File: src/rtl/svc_pkg.sv
// svc_pkg: shared constants and code helpers for the serial volume receiver.
// Assumes an 8-bit attenuation code whose value is the attenuation in dB.
package svc_pkg;
    localparam int CODE_W    = 8;
    localparam int N_POS     = 66;
    localparam int POS_W     = $clog2(N_POS);
    localparam int SEL_W     = 2;
    localparam int N_CH      = 2;
    localparam int FINE_MAX  = 50;
    localparam int COARSE_LO = 52;
    localparam int COARSE_HI = 78;
    localparam int MUTE_CODE = 80;

    // True for codes that map to a ladder position.
    function automatic logic code_legal(input logic [CODE_W-1:0] c);
        if (c <= CODE_W'(FINE_MAX)) return 1'b1;
        if (c >= CODE_W'(COARSE_LO) && c <= CODE_W'(COARSE_HI) && !c[0]) return 1'b1;
        return c == CODE_W'(MUTE_CODE);
    endfunction

    // Ladder position index of a legal code.
    function automatic logic [POS_W-1:0] code_to_pos(input logic [CODE_W-1:0] c);
        if (c <= CODE_W'(FINE_MAX)) return POS_W'(c);
        if (c == CODE_W'(MUTE_CODE)) return POS_W'(N_POS - 1);
        return POS_W'((c >> 1) + CODE_W'(FINE_MAX / 2));
    endfunction
endpackage

File: src/rtl/svc_sync.sv
// svc_sync: multi-stage synchronizer for a bundle of asynchronous lines.
// Assumes each line stays stable for many system clocks, so there is no
// need for cross-bit coherence.
module svc_sync #(
    parameter int W      = 3,
    parameter int STAGES = 2
) (
    input  logic         clk,
    input  logic         rst_n,
    input  logic [W-1:0] async_in,
    output logic [W-1:0] sync_out
);
    logic [STAGES-1:0][W-1:0] chain;

    // Shift the asynchronous lines through the flop chain.
    always_ff @(posedge clk) begin
        if (!rst_n) begin
            chain <= '0;
        end else begin
            chain[0] <= async_in;
            for (int s = 1; s < STAGES; s++) chain[s] <= chain[s-1];
        end
    end

    assign sync_out = chain[STAGES-1];
endmodule

File: src/rtl/svc_frame_rx.sv
// svc_frame_rx: counts and shifts the address and data phases of a serial
// frame, and emits a one-cycle commit with the decoded fields when a
// well-formed frame closes. Assumes inputs that are already synchronized.
// A clock rise that arrives with a strobe edge belongs to the phase before
// the edge.
module svc_frame_rx
    import svc_pkg::*;
#(
    parameter int          ADDR_W   = 8,
    parameter int          DATA_W   = 16,
    parameter logic [7:0]  DEV_ADDR = 8'h88
) (
    input  logic              clk,
    input  logic              rst_n,
    input  logic              ce_lvl,
    input  logic              sck_lvl,
    input  logic              sda_lvl,
    output logic              commit,
    output logic [CODE_W-1:0] code,
    output logic [SEL_W-1:0]  sel
);
    localparam int TEST_W = DATA_W - CODE_W - SEL_W;
    localparam int ACNT_W = $clog2(ADDR_W + 2);
    localparam int DCNT_W = $clog2(DATA_W + 2);
    localparam logic [ACNT_W-1:0] A_MAX = '1;
    localparam logic [DCNT_W-1:0] D_MAX = '1;

    logic              ce_q, sck_q;
    logic              ce_rise, ce_fall, sck_rise, abit, dbit;
    logic [ADDR_W-1:0] a_sr, a_sr_nx;
    logic [DATA_W-1:0] d_sr, d_sr_nx;
    logic [ACNT_W-1:0] a_cnt, a_cnt_nx;
    logic [DCNT_W-1:0] d_cnt, d_cnt_nx;
    logic              addr_ok, frame_ok;

    // Edge detection; ce_q is the phase that an edge in this cycle closes.
    assign ce_rise  = ce_lvl & ~ce_q;
    assign ce_fall  = ~ce_lvl & ce_q;
    assign sck_rise = sck_lvl & ~sck_q;
    assign abit     = sck_rise & ~ce_q;
    assign dbit     = sck_rise & ce_q;

    // Next shift and count values, including a bit that arrives with an edge.
    always_comb begin
        a_sr_nx  = abit ? {sda_lvl, a_sr[ADDR_W-1:1]} : a_sr;
        d_sr_nx  = dbit ? {sda_lvl, d_sr[DATA_W-1:1]} : d_sr;
        a_cnt_nx = (abit && a_cnt != A_MAX) ? a_cnt + 1'b1 : a_cnt;
        d_cnt_nx = (dbit && d_cnt != D_MAX) ? d_cnt + 1'b1 : d_cnt;
    end

    // Check the whole frame at the closing edge.
    always_comb begin
        frame_ok = addr_ok
                && d_cnt_nx == DCNT_W'(DATA_W)
                && d_sr_nx[DATA_W-1 -: TEST_W] == '0
                && d_sr_nx[CODE_W +: SEL_W] != '0
                && code_legal(d_sr_nx[CODE_W-1:0]);
    end

    // Phase bookkeeping, the address check and the commit pulse.
    always_ff @(posedge clk) begin
        if (!rst_n) begin
            ce_q    <= 1'b0;
            sck_q   <= 1'b0;
            a_sr    <= '0;
            d_sr    <= '0;
            a_cnt   <= '0;
            d_cnt   <= '0;
            addr_ok <= 1'b0;
            commit  <= 1'b0;
            code    <= '0;
            sel     <= '0;
        end else begin
            ce_q   <= ce_lvl;
            sck_q  <= sck_lvl;
            a_sr   <= a_sr_nx;
            d_sr   <= d_sr_nx;
            a_cnt  <= a_cnt_nx;
            d_cnt  <= d_cnt_nx;
            commit <= 1'b0;
            if (ce_rise) begin
                addr_ok <= (a_cnt_nx == ACNT_W'(ADDR_W)) && (a_sr_nx == DEV_ADDR);
                a_cnt   <= '0;
                d_cnt   <= '0;
            end
            if (ce_fall) begin
                addr_ok <= 1'b0;
                a_cnt   <= '0;
                d_cnt   <= '0;
                commit  <= frame_ok;
                code    <= d_sr_nx[CODE_W-1:0];
                sel     <= d_sr_nx[CODE_W +: SEL_W];
            end
        end
    end

    AST_COMMIT_CE_LOW: assert property (@(posedge clk) disable iff (!rst_n)
        commit |-> !ce_q) else $error("commit while strobe high");
    AST_COMMIT_HAS_SEL: assert property (@(posedge clk) disable iff (!rst_n)
        commit |-> sel != '0) else $error("commit with no channel");
    AST_COMMIT_SINGLE: assert property (@(posedge clk) disable iff (!rst_n)
        commit |=> !commit) else $error("commit longer than a cycle");
endmodule

File: src/rtl/svc_chan_reg.sv
// svc_chan_reg: holds one channel's attenuation code and valid flag, and
// decodes the code into a one-hot ladder tap selection. Assumes that every
// write carries a legal code.
module svc_chan_reg
    import svc_pkg::*;
(
    input  logic              clk,
    input  logic              rst_n,
    input  logic              wr_en,
    input  logic [CODE_W-1:0] wr_code,
    output logic [CODE_W-1:0] code_q,
    output logic              valid_q,
    output logic [N_POS-1:0]  tap
);
    logic [POS_W-1:0] pos;

    // Store the setting and mark the channel valid on a write.
    always_ff @(posedge clk) begin
        if (!rst_n) begin
            code_q  <= '0;
            valid_q <= 1'b0;
        end else if (wr_en) begin
            code_q  <= wr_code;
            valid_q <= 1'b1;
        end
    end

    assign pos = code_to_pos(code_q);

    // One comparator for each ladder position.
    for (genvar p = 0; p < N_POS; p++) begin : g_tap
        assign tap[p] = valid_q && (pos == POS_W'(p));
    end

    AST_CODE_LEGAL: assert property (@(posedge clk) disable iff (!rst_n)
        valid_q |-> code_legal(code_q)) else $error("illegal code stored");
    AST_HOLD_NO_WR: assert property (@(posedge clk) disable iff (!rst_n)
        !wr_en |=> $stable(code_q)) else $error("code moved without write");
    AST_VALID_STICKY: assert property (@(posedge clk) disable iff (!rst_n)
        valid_q |=> valid_q) else $error("valid dropped");
    AST_TAP_ONEHOT: assert property (@(posedge clk) disable iff (!rst_n)
        valid_q |-> $countones(tap) == 1) else $error("tap not one-hot");
    AST_TAP_IDLE: assert property (@(posedge clk) disable iff (!rst_n)
        !valid_q |-> tap == '0) else $error("tap set while invalid");
endmodule

File: src/rtl/svc_volume_rx.sv
// svc_volume_rx: top of the serial stereo volume control receiver. It
// synchronizes the three serial lines, decodes frames, and steers each
// accepted setting to the right and/or left channel register.
// Assumes that the serial clock is far slower than clk.
module svc_volume_rx
    import svc_pkg::*;
#(
    parameter int         SYNC_STAGES = 2,
    parameter int         ADDR_W      = 8,
    parameter int         DATA_W      = 16,
    parameter logic [7:0] DEV_ADDR    = 8'h88
) (
    input  logic              clk,
    input  logic              rst_n,
    input  logic              ser_ce,
    input  logic              ser_clk,
    input  logic              ser_dat,
    output logic [CODE_W-1:0] code_l,
    output logic [CODE_W-1:0] code_r,
    output logic [N_POS-1:0]  tap_l,
    output logic [N_POS-1:0]  tap_r,
    output logic              valid_l,
    output logic              valid_r,
    output logic              ready
);
    // Channel index 0 is right (steer bit 0), index 1 is left (steer bit 1).
    localparam int CH_R = 0;
    localparam int CH_L = 1;

    logic [2:0]              lines;
    logic                    commit;
    logic [CODE_W-1:0]       f_code;
    logic [SEL_W-1:0]        f_sel;
    logic [N_CH-1:0][CODE_W-1:0] ch_code;
    logic [N_CH-1:0][N_POS-1:0]  ch_tap;
    logic [N_CH-1:0]         ch_valid;

    svc_sync #(.W(3), .STAGES(SYNC_STAGES)) u_sync (
        .clk      (clk),
        .rst_n    (rst_n),
        .async_in ({ser_dat, ser_clk, ser_ce}),
        .sync_out (lines)
    );

    svc_frame_rx #(.ADDR_W(ADDR_W), .DATA_W(DATA_W), .DEV_ADDR(DEV_ADDR)) u_frame (
        .clk     (clk),
        .rst_n   (rst_n),
        .ce_lvl  (lines[0]),
        .sck_lvl (lines[1]),
        .sda_lvl (lines[2]),
        .commit  (commit),
        .code    (f_code),
        .sel     (f_sel)
    );

    for (genvar ch = 0; ch < N_CH; ch++) begin : g_ch
        svc_chan_reg u_chan (
            .clk     (clk),
            .rst_n   (rst_n),
            .wr_en   (commit && f_sel[ch]),
            .wr_code (f_code),
            .code_q  (ch_code[ch]),
            .valid_q (ch_valid[ch]),
            .tap     (ch_tap[ch])
        );
    end

    assign code_r  = ch_code[CH_R];
    assign code_l  = ch_code[CH_L];
    assign tap_r   = ch_tap[CH_R];
    assign tap_l   = ch_tap[CH_L];
    assign valid_r = ch_valid[CH_R];
    assign valid_l = ch_valid[CH_L];
    assign ready   = &ch_valid;

    AST_READY_AFTER_COMMIT: assert property (@(posedge clk) disable iff (!rst_n)
        $rose(ready) |-> $past(commit)) else $error("ready rose without write");
endmodule

File: config.mk
export PLATFORM = sky130hd
export DESIGN_NAME = svc_volume_rx
export DESIGN_NICKNAME = d
export VERILOG_FILES = /design/src/rtl/svc_pkg.sv /design/src/rtl/svc_sync.sv /design/src/rtl/svc_frame_rx.sv /design/src/rtl/svc_chan_reg.sv /design/src/rtl/svc_volume_rx.sv
export SDC_FILE = /design/constraint.sdc
export NUM_CORES = 1
export LEC_CHECK = 0
export BUFFER_PORTS_ARGS = -buffer_cell sky130_fd_sc_hd__buf_4
export CORE_MARGIN = 1
export CORE_UTILIZATION = 51
export DETAILED_ROUTE_END_ITERATION = 7
export PLACE_DENSITY = 0.82
export SKIP_LAST_GASP = 1
export SLEW_MARGIN = 10
export SYNTH_ARGS = -nofsm -noshare
export SYNTH_HDL_FRONTEND = slang
export SYNTH_SLANG_ARGS = --single-unit
File: constraint.sdc
create_clock -name clk -period 2.9 [get_ports clk]
set_clock_uncertainty 0.1 [all_clocks]
set_input_delay 0.29 -clock clk [delete_from_list [all_inputs] [get_ports clk]]
set_output_delay 0.29 -clock clk [all_outputs]
set_load 0.01 [all_outputs]
Word-level counts from Yosys, hierarchy flattened

Index checks and enable logic that the tools add are counted.

Bits in registers: 71
Bits in latches: 0
Memory bits (writable): 0
Memory bits (read-only): 0
Input bits: 5
Output and inout bits: 151
Word-level logic and storage cells: 349
Memories kept: 0

$add $sub $neg: 4
Multipliers: 0
Divide/modulo/power cells: 0
Order comparisons: 5
Equal/unequal tests: 138
Shifts and indexed selects: 0
Mux-type cells: 25
Bitwise logic cells: 9
Reduce and logical (&&, ||, !) cells: 152

Operators by type and width:

| kind                | number |
|---|---|
| $eq 7x6->1 const B  | 64 |
| $eq 7x5->1 const B  | 32 |
| $logic_and 1x1->1   | 143 |
| $eq 7x4->1 const B  | 16 |
| $eq 7x3->1 const B  | 8 |
| $mux 7              | 8 |
| $eq 7x2->1 const B  | 4 |
| $eq 7x7->1 const B  | 4 |
| $eq 8x7->1 const B  | 3 |
| $le 8x6->1 const B  | 3 |
| $mux 16             | 1 |
| $add 7x5->7 const B | 2 |
| $eq 7x1->1 const B  | 2 |
| $logic_not 7->1     | 2 |
| $mux 1              | 13 |
| $eq 8x8->1 const B  | 1 |
| $ge 8x6->1 const B  | 1 |
| $le 8x7->1 const B  | 1 |
| $mux 8              | 1 |
| $logic_not 6->1     | 1 |
| $add 5x1->5 const B | 1 |
| $and 1x1->1         | 5 |
| $eq 5x5->1 const B  | 1 |
| $mux 5              | 1 |
| other kinds (11)    | 15 |

Longest topological paths before layout

Depth after elaboration: 12
Gate-level depth with buffers: 8
Mapped depth without buffers: 8

By module

Synthesis repeated with hierarchy kept, for this count alone.

Cells, all modules: 622
Area total of the unflattened synthesis: 4,931.0 sq um

Modules (own cells, without submodules):

| module        | instances | cells each | area an instance (sq um) |
|---|---|---|---|
| svc_chan_reg  | 2         | 191        | 1,315.0 |
| svc_frame_rx  | 1         | 222        | 2,102.0 |
| svc_sync      | 1         | 15         | 180.2 |
| svc_volume_rx | 1         | 3          | 18.8 |

Worst setup path before layout

Ideal clock, no wire load.

Path kind: reg-to-output
Start: reg g_ch[1].u_chan.code_q[2]
End: out tap_l[24]
Arrival time: 2.218 ns
Data required time: 2.510 ns
Setup slack: 0.292 ns
Stages on the path, launching flop included: 8
Buffers on the path: 2
Cells stage by stage: dfxtp_1 -> buf_6 -> or3_1 -> or4_1 -> buf_2 -> a32oi_2 -> nand2_4 -> nor3b_1

Cells in the longest elaborated chain, start to end: 7

RTL lines:

| what                                                                | line                | RTL |
|---|---|---|
| start, declared                                                     | svc_chan_reg.sv:11  | `output logic [CODE_W-1:0] code_q,` |
| start signal, assigned                                              | svc_chan_reg.sv:23  | `code_q <= wr_code;` |
| parallel branches: the longest is 4 deep, another holds $add 7x5->7 | --                  |  |
| $mux 7 (*)                                                          | svc_pkg.sv:24       | `if (c == CODE_W'(MUTE_CODE)) return POS_W'(N_POS - 1);` |
| $eq 7x5->1 (*)                                                      | svc_chan_reg.sv:32  | `assign tap[p] = valid_q && (pos == POS_W'(p));` |
| $logic_and 1x1->1 (*)                                               | svc_chan_reg.sv:32  |  |
| end, declared                                                       | svc_volume_rx.sv:20 | `output logic [N_POS-1:0] tap_l,` |

Every way passes the cells marked *. The select of a mux whose other input is x is not followed.

Worst setup path after layout

Start: reg g_ch[1].u_chan.code_q[6]
End: out tap_l[24]

The elaborated chain is that of the path after synthesis.

==> results by group <==
Outcome
  – Run status: completed

Detailed routing
  – 1st-pass router iterations: 5
  – Vias post-DR: 5102
  – Detail Route Antenna Nets: 0
  – Via/cell ratio: 5.68
  – Mean routed wirelength per cell: 15.3 um
  – First-iteration detailed-routing DRC count: 258
  – Detailed-route DRC error count: 0
  – Sum of routed wire length over all layers: 13.8 mm

CTS
  – Clock transition at the registers of the reported paths: 70 ps
  – Clock tree root buffer cell: sky130_fd_sc_hd__clkbuf_8
  – Inserted Clock Buffers: 9
  – CTS tree: built
  – Number of hold buffers added after CTS: 0
  – Source-to-sink clock delay at the later pin of the worst-skew pair: 350 ps
  – Sinks on the clock net: 71
  – Clock Tree Buf Depth: 2
  – Maximum level of the CTS H-tree: 3

STA
  – Setup-failing EPs final: 0
  – Achievable clock frequency: 0.349 GHz
  – Hold Worst Slack: 44.4 ps
  – Worst-case headroom to the max-slew limit: 51.9%
  – Unrepaired setup endpoints after global routing: yes
  – Final hold violations: 0
  – Final worst-path setup slack: 37.9 ps
  – Clock period minus worst slack: 2860 ps
  – Transition time of the tightest slew-check pin: 720 ps
  – Final worst-path cycle share: 98.7%
  – Final slew viol count: 0

Die
  – Effective utilization at floorplan: 53.5%
  – Number of rows created at floorplan: 33
  – Total I/O pin count: 156
  – Core area: 8340 um2
  – Die footprint: 9130 um2
  – Vertical die dimension: 95.5 um
  – Die boundary width: 95.5 um

Min path
  – Cell depth of the worst hold path: 2
  – Worst Hold Class: in -> reg
  – Terminating pin of the worst hold path: u_sync.chain[0]
  – Startpoint of the most critical hold path: ser_ce

Finish
  – Share of final-layout standard cells stronger than drive strength 1: 30.2%
  – Syn-to-layout area delta: 38.0%
  – Number of standard cells in the final layout excluding fillers: 899
  – Most frequent standard cell in the layout excluding fill and tap cells: sky130_fd_sc_hd__buf_4
  – # diodes: 0
  – Fin area: 6160 um2
  – Most frequent cells in the layout: 171 x sky130_fd_sc_hd__buf_4, 136 x sky130_fd_sc_hd__nor2_1, 102 x sky130_fd_sc_hd__nand2_1, 62 x sky130_fd_sc_hd__dfxtp_1, 47 x sky130_fd_sc_hd__nand3_1
  – Total number of nets in the final design: 799

Placement
  – Cells after DPL: 882
  – Final Wtd Congestion: 0.926
  – Placed instance area: 5720 um2
  – Worst slack at placement: 114 ps
  – Total of buffers placed on input and output ports: 155
  – Half-perimeter wire length after placement: 10.1 mm

Setup path
  – Reg2reg setup slack: 820 ps
  – Kind of end point of the critical path: primary output
  – RR Startpoint: u_frame.d_cnt[0]
  – Kind of start point of the critical path: flop
  – WS Path Type: reg -> out
  – Crit-path max FO: 8
  – End of the worst register-to-register path: u_frame.commit
  – Required time of the worst setup path: 2510 ps
  – Endpoint arrival time on the critical path: 2470 ps
  – Register-to-Register Path Depth: 7

Synthesis
  – Net Count, Synth: 654
  – Synthesized cell area: 4460 um2
  – Sequential cell area fraction in the yosys report: 31.8%
  – Post-synthesis average cell area: 6.93 um2
  – Cell count after synthesis: 644
  – Top area cells in the synthesized netlist: sky130_fd_sc_hd__dfxtp_1 32%, sky130_fd_sc_hd__nor2_1 12%, sky130_fd_sc_hd__nand2_1 9.2%
  – Post-synth ARST share: 0%
  – Largest area contributor in the netlist: sky130_fd_sc_hd__dfxtp_1
  – Library cells used by synthesis: 63
  – Top flip-flop cell by instance count after synthesis: sky130_fd_sc_hd__dfxtp_1
  – Number of enable-type register cells in the synthesized netlist: 0
  – Post-synthesis sequential element count: 71
  – Portion of synthesized cell area occupied by the leading cell type: 31.8%
  – Total of warnings raised by yosys: 0

GRT
  – Busiest grt layer: met2
  – Global Route met2 Usage: 48.3%
  – Pin count of the biggest net entering global routing: 55
  – Global-route total usage across every layer: 29.0%
  – GR Util met3: 4.39%
  – Grt met1 use: 36.8%
  – Global-route congestion overflow total: 0
  – Initial antenna violation count: 0
  – Vias in the first global route: 4234
  – Global-route wire length before repair: 20.7 mm

Run
  – # Max-Cap Violations: 0

Power
  – Power per unit of standard cell area: 310 nW/um2
  – VDD IR-drop max: 550 uV
  – Standby leakage power: 2.50 nW
logic make-up after synthesis:
kind of cell | synth area share, %
xor gates and xnor gates | 1.37
DFF | 31.8
and+or+nand+nor | 41.3
muxes | 2.97
AOI/OAI and AO/OA | 17.2
adders and majority gates | 1.40
buffers and inverters | 3.95
layer usage:
layer	vias to the layer above	wire length, um
met4	0	370
met3	36	837
met5	-	0
li1	2514	-
met2	204	6750
met1	2348	5840
worst max-delay path, stage by stage, from the launching register on:
cell and delay [ps]:
sky130_fd_sc_hd__dfxtp_1 330, sky130_fd_sc_hd__or3b_4 390, sky130_fd_sc_hd__or4_4 550, sky130_fd_sc_hd__a32oi_4 270, sky130_fd_sc_hd__buf_12 170, sky130_fd_sc_hd__nand2_8 70, sky130_fd_sc_hd__nor3b_2 180, sky130_fd_sc_hd__buf_4 140
flip-flops by register name, indices dropped and copies added, names as in the netlist:
signal	count
g_ch.u_chan.code_q	16
u_frame.d_sr	16
u_frame.a_sr	8
u_frame.code	8
u_frame.d_cnt	5
u_frame.a_cnt	4
u_sync.chain	3
u_sync.sync_out	3
g_ch.u_chan.valid_q	2
u_frame.sel	2
u_frame.addr_ok	1
u_frame.ce_q	1
u_frame.commit	1
u_frame.sck_q	1
Yosys cell counts, types with 2 or more instances:
master,count
sky130_fd_sc_hd__a211o_1,2
sky130_fd_sc_hd__a211oi_1,6
sky130_fd_sc_hd__a21boi_0,30
sky130_fd_sc_hd__a21oi_1,18
sky130_fd_sc_hd__a22oi_1,2
sky130_fd_sc_hd__a31oi_1,5
sky130_fd_sc_hd__a32o_1,3
sky130_fd_sc_hd__a32oi_1,3
sky130_fd_sc_hd__and2_1,17
sky130_fd_sc_hd__and3_1,5
sky130_fd_sc_hd__buf_1,2
sky130_fd_sc_hd__buf_2,3
sky130_fd_sc_hd__clkbuf_1,32
sky130_fd_sc_hd__dfxtp_1,71
sky130_fd_sc_hd__ha_1,5
sky130_fd_sc_hd__inv_1,6
sky130_fd_sc_hd__mux2_2,2
sky130_fd_sc_hd__mux2i_1,11
sky130_fd_sc_hd__nand2_1,109
sky130_fd_sc_hd__nand2b_1,4
sky130_fd_sc_hd__nand3_1,48
sky130_fd_sc_hd__nand3b_1,3
sky130_fd_sc_hd__nand4_1,4
sky130_fd_sc_hd__nor2_1,140
sky130_fd_sc_hd__nor2b_1,14
sky130_fd_sc_hd__nor3_1,10
sky130_fd_sc_hd__nor3b_1,12
sky130_fd_sc_hd__nor4_1,4
sky130_fd_sc_hd__nor4b_1,2
sky130_fd_sc_hd__nor4bb_1,2
sky130_fd_sc_hd__o211ai_1,2
sky130_fd_sc_hd__o21ai_0,19
sky130_fd_sc_hd__o311ai_0,2
sky130_fd_sc_hd__o31ai_1,5
sky130_fd_sc_hd__or3_1,5
sky130_fd_sc_hd__or4_1,4
sky130_fd_sc_hd__xnor2_1,4
sky130_fd_sc_hd__xor2_1,3
cell type report:
cell class                      instances  area, um2
Multi-Input combinational cell        529       3040
Fill cell                             680       2180
Sequential cell                        71       1430
Timing Repair Buffer                  172       1300
Clock buffer                           13        159
Tap cell                              105        131
Clock inverter                          3       65.1
Inverter                                6       22.5
worst max path at each step:
stage	start	to	slack [ps]	cells past startpoint
3_5_place_dp	g_ch[1].u_chan.code_q[5]	tap_l[34]	110	6
6_report	g_ch[1].u_chan.code_q[6]	tap_l[24]	40	7
3_3_place_gp	g_ch[1].u_chan.code_q[5]	tap_l[27]	200	6
4_1_cts	g_ch[1].u_chan.code_q[5]	tap_l[34]	-20	6
5_1_grt	g_ch[1].u_chan.code_q[6]	tap_l[65]	-60	6
2_1_floorplan	g_ch[1].u_chan.code_q[2]	tap_l[24]	290	7
metrics by stage:
step,total power [W],utilization [%],setup TNS (ps)
floorplan,0.00104,-,0
global placement,0.00105,68.6,0
detailed placement,0.00105,68.6,0
CTS,0.00191,72.2,-18.9
global route,0.00197,73.8,-837
finish,0.00191,73.8,0
timing repair:
action / in CTS / in global routing
setup endpoints to repair: 99 / 129
cloned: 0 / 0
setup buffers: 0 / 1
pin swaps: 4 / 14
gates resized for setup: 21 / 29
power breakdown:
| part | total (W) | internal, W | switching, W |
|---|---|---|---|
| Combinational | 0.0000427 | 0.0000186 | 0.0000241 |
| Sequential | 0.000985 | 0.000980 | 0.00000474 |
| Clock | 0.000881 | 0.000531 | 0.000350 |
| Total | 0.00191 | 0.00153 | 0.000379 |
Note: power is estimated with default switching activity, not from simulation.
